==> config.mk <==
export PLATFORM = sky130hd
export DESIGN_NAME = sbus_datapath
export DESIGN_NICKNAME = d
export VERILOG_FILES = /design/src/rtl/sbus_pkg.sv /design/src/rtl/sbus_alu.sv /design/src/rtl/sbus_regfile.sv /design/src/rtl/sbus_bus_mux.sv /design/src/rtl/sbus_datapath.sv
export SDC_FILE = /design/constraint.sdc
export NUM_CORES = 1
export LEC_CHECK = 0
export BUFFER_PORTS_ARGS = -buffer_cell sky130_fd_sc_hd__buf_2
export CAP_MARGIN = 20
export CORE_MARGIN = 2
export CORE_UTILIZATION = 55
export DETAILED_ROUTE_END_ITERATION = 8
export PLACE_DENSITY = 0.72
export SYNTH_ARGS = -nofsm -noshare
export SYNTH_HDL_FRONTEND = slang
export SYNTH_SLANG_ARGS = --single-unit
export TNS_END_PERCENT = 50
==> constraint.sdc <==
create_clock -name clk -period 6.2 [get_ports clk]
set_input_delay 1.24 -clock clk [delete_from_list [all_inputs] [get_ports clk]]
set_output_delay 1.24 -clock clk [all_outputs]
set_load 0.02 [all_outputs]
==> src/rtl/sbus_pkg.sv <==
package sbus_pkg;
  typedef enum logic [1:0] {
    ALU_ADD  = 2'd0,
    ALU_NAND = 2'd1,
    ALU_SUB  = 2'd2,
    ALU_INC  = 2'd3
  } alu_op_e;

  localparam int NSRC    = 5;
  localparam int SRC_PC  = 0;
  localparam int SRC_ALU = 1;
  localparam int SRC_REG = 2;
  localparam int SRC_MEM = 3;
  localparam int SRC_OFF = 4;

  localparam logic [1:0] SEL_X = 2'd0;
  localparam logic [1:0] SEL_Y = 2'd1;
  localparam logic [1:0] SEL_Z = 2'd2;
endpackage

==> src/rtl/sbus_alu.sv <==
module sbus_alu
  import sbus_pkg::*;
#(
  parameter int W = 32
) (
  input  logic [W-1:0] opa,
  input  logic [W-1:0] opb,
  input  logic [1:0]   op,
  output logic [W-1:0] y,
  output logic         is_zero
);
  always_comb begin
    unique case (alu_op_e'(op))
      ALU_ADD:  y = opa + opb;
      ALU_NAND: y = ~(opa & opb);
      ALU_SUB:  y = opa - opb;
      default:  y = opa + {{(W-1){1'b0}}, 1'b1};
    endcase
  end

  assign is_zero = (y == '0);
endmodule

==> src/rtl/sbus_regfile.sv <==
module sbus_regfile #(
  parameter int W = 32,
  parameter int N = 16,
  localparam int AW = $clog2(N)
) (
  input  logic          clk,
  input  logic          rst_n,
  input  logic [AW-1:0] idx,
  input  logic          we,
  input  logic [W-1:0]  wdata,
  output logic [W-1:0]  rdata
);
  logic [W-1:0] regs [N];

  always_ff @(posedge clk or negedge rst_n) begin
    if (!rst_n) begin
      for (int i = 0; i < N; i++) regs[i] <= '0;
    end else if (we) begin
      regs[idx] <= wdata;
    end
  end

  assign rdata = regs[idx];

  // a write lands in the addressed entry
  p_write_lands_r6: assert property (@(posedge clk) disable iff (!rst_n)
    we |=> regs[$past(idx)] == $past(wdata));
endmodule

==> src/rtl/sbus_bus_mux.sv <==
module sbus_bus_mux #(
  parameter int W    = 32,
  parameter int NSRC = 5
) (
  input  logic [NSRC-1:0]        en,
  input  logic [NSRC-1:0][W-1:0] src,
  output logic [W-1:0]           bus
);
  logic [NSRC-1:0][W-1:0] gated;

  for (genvar g = 0; g < NSRC; g++) begin : g_gate
    assign gated[g] = src[g] & {W{en[g]}};
  end

  always_comb begin
    bus = '0;
    for (int i = 0; i < NSRC; i++) bus = bus | gated[i];
  end

  // single-driver rule on the shared bus
  p_one_driver_r2: assert final ($countones(en) <= 1);
endmodule

==> src/rtl/sbus_datapath.sv <==
module sbus_datapath
  import sbus_pkg::*;
#(
  parameter int W     = 32,
  parameter int NREG  = 16,
  parameter int OFF_W = 20,
  localparam int RA_W = $clog2(NREG)
) (
  input  logic         clk,
  input  logic         rst_n,
  input  logic         src_pc,
  input  logic         src_alu,
  input  logic         src_reg,
  input  logic         src_mem,
  input  logic         src_off,
  input  logic         cap_pc,
  input  logic         cap_a,
  input  logic         cap_b,
  input  logic         cap_mar,
  input  logic         cap_ir,
  input  logic         cap_z,
  input  logic         put_reg,
  input  logic         put_mem,
  input  logic [1:0]   alu_op,
  input  logic [1:0]   rsel,
  output logic [3:0]   opcode,
  output logic         zero,
  output logic [W-1:0] mem_addr,
  output logic [W-1:0] mem_wdata,
  output logic         mem_we,
  input  logic [W-1:0] mem_rdata
);
  logic [W-1:0] pc_q, a_q, b_q, mar_q, ir_q;
  logic         z_q;
  logic [W-1:0] bus, alu_y, rf_rdata, off_ext;
  logic         alu_zero;
  logic [RA_W-1:0] rf_idx;
  logic [NSRC-1:0]        drv_en;
  logic [NSRC-1:0][W-1:0] drv_val;

  // register-field decode
  always_comb begin
    unique case (rsel)
      SEL_Y:   rf_idx = ir_q[20 +: RA_W];
      SEL_Z:   rf_idx = ir_q[0 +: RA_W];
      default: rf_idx = ir_q[24 +: RA_W];
    endcase
  end

  assign off_ext = {{(W-OFF_W){ir_q[OFF_W-1]}}, ir_q[OFF_W-1:0]};

  assign drv_en[SRC_PC]   = src_pc;
  assign drv_en[SRC_ALU]  = src_alu;
  assign drv_en[SRC_REG]  = src_reg;
  assign drv_en[SRC_MEM]  = src_mem;
  assign drv_en[SRC_OFF]  = src_off;
  assign drv_val[SRC_PC]  = pc_q;
  assign drv_val[SRC_ALU] = alu_y;
  assign drv_val[SRC_REG] = rf_rdata;
  assign drv_val[SRC_MEM] = mem_rdata;
  assign drv_val[SRC_OFF] = off_ext;

  sbus_bus_mux #(.W(W), .NSRC(NSRC)) u_mux (
    .en  (drv_en),
    .src (drv_val),
    .bus (bus)
  );

  sbus_alu #(.W(W)) u_alu (
    .opa     (a_q),
    .opb     (b_q),
    .op      (alu_op),
    .y       (alu_y),
    .is_zero (alu_zero)
  );

  sbus_regfile #(.W(W), .N(NREG)) u_rf (
    .clk   (clk),
    .rst_n (rst_n),
    .idx   (rf_idx),
    .we    (put_reg),
    .wdata (bus),
    .rdata (rf_rdata)
  );

  always_ff @(posedge clk or negedge rst_n) begin
    if (!rst_n) begin
      pc_q  <= '0;
      a_q   <= '0;
      b_q   <= '0;
      mar_q <= '0;
      ir_q  <= '0;
      z_q   <= 1'b0;
    end else begin
      if (cap_pc)  pc_q  <= bus;
      if (cap_a)   a_q   <= bus;
      if (cap_b)   b_q   <= bus;
      if (cap_mar) mar_q <= bus;
      if (cap_ir)  ir_q  <= bus;
      if (cap_z)   z_q   <= alu_zero;
    end
  end

  assign opcode    = ir_q[W-1 -: 4];
  assign zero      = z_q;
  assign mem_addr  = mar_q;
  assign mem_wdata = bus;
  assign mem_we    = put_mem;

  // PC holds without its capture enable
  p_pc_hold_r3: assert property (@(posedge clk) disable iff (!rst_n)
    !cap_pc |=> $stable(pc_q));
  // IR takes the bus value
  p_ir_load_r3: assert property (@(posedge clk) disable iff (!rst_n)
    cap_ir |=> ir_q == $past(bus));
  // zero flag reflects the pre-edge ALU result
  p_zero_capture_r8: assert property (@(posedge clk) disable iff (!rst_n)
    cap_z |=> zero == ($past(alu_y) == '0));
  // zero flag holds otherwise
  p_zero_hold_r8: assert property (@(posedge clk) disable iff (!rst_n)
    !cap_z |=> $stable(zero));
endmodule

==> results of run 1 <==
[flip-flops by register name, summed over array words and instances (netlist names)]
register,count
a_q,32
u_rf.regs,512
pc_q,32
zero,1
b_q,32
ir_q,32
mem_addr,32
[layer usage]
metal	GRT usage	vias to the layer above	routed length, µm
met5	0	-	0
met4	0.1214	0	2805
met3	0.06580	183	7971
met2	0.5068	1087	45500
met1	0.4426	12910	39800
li1	-	11580	-
[cells in the final DEF (no fill, tap or decap), drive strengths merged, types with 5 or more instances in the layout]
cell      n
a211o     5
a211oi   20
a21o     15
a21oi   754
a221o     5
a221oi   16
a222oi   19
a22oi     5
a31o      5
a31oi    21
and2      7
and3     10
buf     295
bufinv    5
clkbuf  100
clkinv   11
dfrtp   673
ha       34
inv      60
mux2     23
mux2i    28
mux4    128
nand2   143
nand2b    7
nand3    34
nand4     9
nor2    726
nor2b    16
nor3     35
nor4      8
o211ai   21
o21a      6
o21ai    38
or3       9
xnor2     8
xor2     37
[Yosys cell counts (16+ instances only)]
master      n  area share
a21oi_1   752        0.12
o21ai_0    34      0.0053
nor2b_1    16      0.0031
xor2_1     37       0.010
a222oi_1   19      0.0059
a31oi_1    21      0.0041
inv_1      56      0.0065
o211ai_1   21      0.0049
mux2_4     19      0.0088
mux2i_1    28      0.0087
clkbuf_1  216       0.025
nand2_1   142       0.016
buf_2      43      0.0067
nand3_1    34      0.0053
nor3_1     25      0.0039
mux4_2    128       0.089
ha_1       34       0.013
dfrtp_1   673        0.52
a211oi_1   20      0.0046
nor2_1    726       0.084
[power groups by stage]
stage | sequential [µW] | clock, µW | combinational, µW
after CTS | 7240 | 4300 | 6360
final | 7280 | 4250 | 6610
after global placement | 7130 | 0 | 5980
after detailed placement | 7290 | 0 | 6160
after global routing | 7450 | 4480 | 7230
after floorplan | 6990 | 0 | 4440
[worst paths after layout]
check	endpoint	slack, ns	cells past startpoint
max in group asynchronous	b_q[19]$_DFFE_PN0P_	3.98	2
setup reg to reg	zero$_DFFE_PN0P_	0.37	23
hold reg to reg	ir_q[31]$_DFFE_PN0P_	0.51	1
hold / removal	ir_q[31]$_DFFE_PN0P_	0.51	1
setup / recovery	mem_wdata[31]	-0.18	21
min in group asynchronous	u_rf.regs[257]$_DFFE_PN0P_	0.73	1
[through the flow]
step	area, µm²	setup TNS [ns]	worst slack, ns	util
final	37330	-0.4068	-0.1840	0.6446
after global routing	37330	-1.690	-0.2768	0.6446
after CTS	36830	-0.01949	-0.01651	0.6358
after detailed placement	34110	0	0.02071	0.5890
after global placement	34110	0	0.03786	0.5890
after floorplan	32330	0	0.3102	-
[area by class of cell]
class | count | area, µm²
inverter | 56 | 210.2
multi-input combinational | 2241 | 14820
clock inverter | 23 | 274.0
sequential | 673 | 16840
fill | 4522 | 20580
clock buffer | 99 | 2033
antenna | 2 | 5.005
tap | 765 | 957.2
timing repair buffer | 296 | 2193
[logic make-up after synthesis]
group,count (synthesis)
XOR/XNOR,45
flip-flops,673
multiplexers,179
buffers and inverters,344
AO/OA/AOI/OAI,959
AND/OR/NAND/NOR,1023
adder cells (fa/ha/maj),35
[what timing repair did]
item	in CTS	in global routing
pin swaps	17	38
hold buffers	0	0
endpoints found under the setup margin	18	20
setup buffers	17	16
resized for setup	61	75
[worst max-delay path, delay by kind of cell (launching register included)]
family,cells,cell delay (ns)
and+or+nand+nor,8,1.72
AOI/OAI and AO/OA,8,1.52
buffers and inverters,3,0.48
DFF,1,0.41
adders and majority gates,1,0.25
xor gates and xnor gates,1,0.15
==> run metrics, run 1 <==
Seq pwr share 0.401; Clock power frac 0.234; maxcap violations 0; first-pass GRT wire length between 100 and 150 mm; Die Wd approximately 250 µm; power consumption between 15000 and 20000 µW; final-report max-slew violation count 0; DR DRC count 0; Post-Syn Nets around 3300; Top FF cell, synth dfrtp_1; CTS tree yes; Fin. Hold Viols 0; largest net degree at the start of global routing around 150; Via Count around 26000; largest family of logic cells by synthesized area compound AO/OA/AOI/OAI gates; Area Overhead vs Synth 15.49%; Mapped Avg Cell Area roughly 9.9 µm²; GPL Wtd Cong ~0.9; RSZ-0062 raised after global routing true; Simple-Gate Fraction of Synth Area 0.1323; hold_ws ~0.51 ns; Final Worst Setup Slack -0.1840 ns; Post-Route WL between 90 and 100 mm; worst hold path startpoint ir_q[31]$_DFFE_PN0P_; share of cells above drive strength 1 0.2099; peak supply drop approximately 0.00026 V; row count 88; Net Sw Power about 6400 µW; Net Sw Frac 0.3554; Cell Pwr Density slightly below 500 nW/µm²; htree depth 3; Post-Synth Adder-Cell Area 0.01378; ys async rst share 1.000; area of the core approximately 58000 µm²; Netlist cell types about 80; mux contribution to synthesized area 0.1081; P_leak about 0.015 µW; slowest cell on the critical path dfrtp_1; violated checks setup timing; beginning of the worst register-to-register path b_q[4]$_DFFE_PN0P_; initial drt markers between 2000 and 3000; crit path time final between 6 and 7 ns; status complete, but fails checks; Cell Area, Synth 32330 µm²; crit end category primary output; Crit Path Max Fanout 6; clock root cell clkbuf_16; initial antenna violation count 1; Final #Nets approximately 3400; Die Span Y 246.4 µm; Placed Instances about 4000; DR pass1 iterations 9; Final ANT Viol Nets 0; initial core utilization 0.5582; EDFF count, synth 0; Slew @ Worst Pin 1.038 ns; number of vias per cell 6.199; synth warn 0; GR Overflow Total 0; Synth Area in Compound Gates 0.1662; critical path arrival 5.14 ns; Comb power frac 0.364; Worst-path clk slew 0.06 ns; clk_skew roughly 0.026 ns; Post-Synthesis Cells 3258; sequential area share after synthesis 0.5210; Worst EP required a little under 5 ns; Worst setup startpoint b_q[4]$_DFFE_PN0P_; Slowest Stage Delay on Critical Path around 0.41 ns; Skew-Pair Late Insertion Delay just over 0.6 ns; critical-path cell list or3_4 > nor4_4 > buf_4 > nand2_4 > nor2_4 > and2_4 > buf_6 > a21oi_4 > xor2_1 > nor2_2 > ha_4 > a21o_1 > a211o_1 > a21oi_2 > nand2_1 > a21o_1 > or3_4 > a211o_1 > a21oi_4 > o311ai_4 > buf_6; Clock Path Buffers 3; area share of xor/xnor cells in the synthesized design 0.01219; Non-Filler Instances a little over 4000; Die ar. slightly above 60000 µm²; vias in the first global route 26110; Crit Path Class flop to primary output; number of synthesized register bits a little under 700; worst rel slew slack 0.3083; Int Power ~12000 µW; f_max ~0.16 GHz; final setup fails 6; cts bufs inserted 71; worst min path class flop to flop; Sink Count 673; gr usage total 0.3214; WL/cell roughly 23 µm; I/O pin count approximately 120; port buffer count between 100 and 150; HPWL Detailed approximately 63 mm; crit share post-route 1.030; startpoint types flop
(Power assumes the default switching activity.)
==> run 2, diff against run 1 <==
Settings changed: BUFFER_PORTS_ARGS -buffer_cell sky130_fd_sc_hd__buf_2 to -buffer_cell sky130_fd_sc_hd__buf_4, SLEW_MARGIN from default to 30.
==> run 2 against run 1 <==
  * The run still ends with setup timing left
  * Total power is 0.29% lower
  * Hold slack worse by 0.017 ns
  * Die area stayed put
  * Clock skew is 0.00084 ns lower
  * Critical endpoint unchanged
==> run metrics, run 2 (same netlist as run 1, synthesis figures left out) <==
CTS tree yes; slowest cell on the critical path or3_4; Crit Path Max Fanout 8; I/O pin count ~120; instance area at placement approximately 34000 µm²; Max Used Layer met4; cts bufs inserted about 70; htree depth 3; Placed Instances around 4000; crit end category primary output; initial drt markers 2516; number of vias per cell ~6.3; clock root cell clkbuf_16; DR DRC count 0; DR pass1 iterations 6; critical-path cell list or3_4 > nor4_4 > buf_4 > nand2_4 > nor2_4 > buf_4 > a21oi_1 > xor2_1 > nor2_1 > ha_4 > a21oi_1 > o21ai_2 > a221oi_4 > nor2_4 > o211a_1 > or3_4 > a211o_1 > a21oi_4 > o311ai_4 > buf_6; most frequent cells in the layout a21oi_1, nor2_1, dfrtp_1; peak supply drop approximately 0.00025 V; max reg flops just over 500; crit share post-route 1.004; f_max 0.1607 GHz; largest net degree at the start of global routing approximately 150; maxcap violations 0; Die ar. ~61000 µm²; Top reg by flops u_rf.regs; violated checks setup timing; commonest non-fill, non-tap cell in the layout a21oi_1; Cell Pwr Density roughly 480 nW/µm²; worst min path class primary input to async pin; initial antenna violation count 0; Skew-Pair Late Insertion Delay 0.63 ns; GR Overflow Total 0; Final ANT Viol Nets 0; Worst-path clk slew roughly 0.06 ns; Die Span Y ~250 µm; clk_skew around 0.025 ns; Post-Route WL 95.51 mm; P_leak about 0.015 µW; Sink Count 673; Reg area 16840 µm²; DRT met1 WL between 30 and 40 mm; Slowest Stage Delay on Critical Path about 0.4 ns; footprint of the multi-input gates between 10000 and 15000 µm²; crit path time final roughly 6.2 ns; setup_tns -0.02872 ns; Slew @ Worst Pin between 0.9 and 1 ns; Crit Path Class flop to primary output; gr usage total 0.3211; Clock Path Buffers 3; Fin. Hold Viols 0; row count 88; Worst EP required between 4 and 5 ns; Final Worst Setup Slack -0.02436 ns; first-pass GRT wire length ~150 mm; critical path arrival 4.98 ns; WL/cell between 20 and 25 µm; initial core utilization 0.5582; port buffer count about 120; area of the core between 50000 and 60000 µm²; final-report max-slew violation count 0; RSZ-0062 raised after global routing true; DR WL met2 approximately 45 mm; share of cells above drive strength 1 0.2046; number of antenna diodes 0; Non-Filler Instances 4137; Final #Nets between 3000 and 4000; # fillers around 4500; startpoint types flop; Die Wd roughly 250 µm; status complete, but fails checks; Area Overhead vs Synth 15.76%; DR WL met3 around 8.6 mm; GPL Wtd Cong 0.9271; HPWL Detailed between 60 and 70 mm; # hold bufs at CTS 0; Via Count ~26000; vias in the first global route 25990; worst rel slew slack 0.3461; Design Area, Final 37420 µm²; final setup fails 2
-- run 2: area by class of cell --
cell class | instances | area share
sequential | 673 | 0.4501
clock inverter | 15 | 0.004012
timing repair buffer | 283 | 0.06316
clock buffer | 104 | 0.05597
inverter | 56 | 0.005617
multi-input combinational | 2241 | 0.3956
tap | 765 | 0.02558
-- run 2: path summary, 6_finish.rpt --
| check | start | to | slack [ns] | cells after the start |
|---|---|---|---|---|
| min | rst_n | u_rf.regs[196]$_DFFE_PN0P_ | 0.49 | 1 |
| max | b_q[4]$_DFFE_PN0P_ | mem_wdata[31] | -0.02 | 20 |
| max in group asynchronous | rst_n | b_q[6]$_DFFE_PN0P_ | 4.10 | 3 |
| max reg2reg | b_q[4]$_DFFE_PN0P_ | zero$_DFFE_PN0P_ | 0.74 | 24 |
| min in group clk | u_rf.regs[511]$_DFFE_PN0P_ | u_rf.regs[511]$_DFFE_PN0P_ | 0.51 | 1 |
| min reg2reg | u_rf.regs[511]$_DFFE_PN0P_ | u_rf.regs[511]$_DFFE_PN0P_ | 0.51 | 1 |
-- run 2: timing repair --
item                                    4_1_cts  5_1_grt
buffers inserted                             11       11
endpoints found under the hold margin         0        0
pin swaps                                    16       50
resized for setup                            65       72
endpoints found under the setup margin       17       20
-- run 2: layer usage --
metal,GRT usage,vias to the layer above
li1,-,11530
met1,0.4526,12960
met2,0.5069,1190
met3,0.05610,200
met4,0.1106,0
met5,0,-
-- run 2: through the flow --
step | hold WS [ns] | utilization | power, µW | worst slack [ns]
after global routing | 0.5092 | 0.6462 | 19120 | -0.2250
after global placement | 0.4907 | 0.5934 | 13170 | 0.1035
after floorplan | 0.4760 | - | 11430 | 0.3102
after CTS | 0.5124 | 0.6383 | 17870 | -0.08605
final | 0.4936 | 0.6462 | 18080 | -0.02436
after detailed placement | 0.4933 | 0.5935 | 13510 | 0.1790
-- run 2: power by group --
| part | internal, µW | switching [µW] | leakage, µW |
|---|---|---|---|
| combinational | 3010 | 3630 | 0.00669 |
| sequential | 6210 | 1080 | 0.00686 |
| clock | 2420 | 1750 | 0.00111 |
-- run 2: worst max-delay path, delay by kind of cell, from the launching register on --
family,cells,cell delay (ns)
AND/OR/NAND/NOR,7,1.54
AO/OA/AOI/OAI,8,1.53
adder cells (fa/ha/maj),1,0.26
buffers and inverters,3,0.49
XOR/XNOR,1,0.14
flip-flops,1,0.40
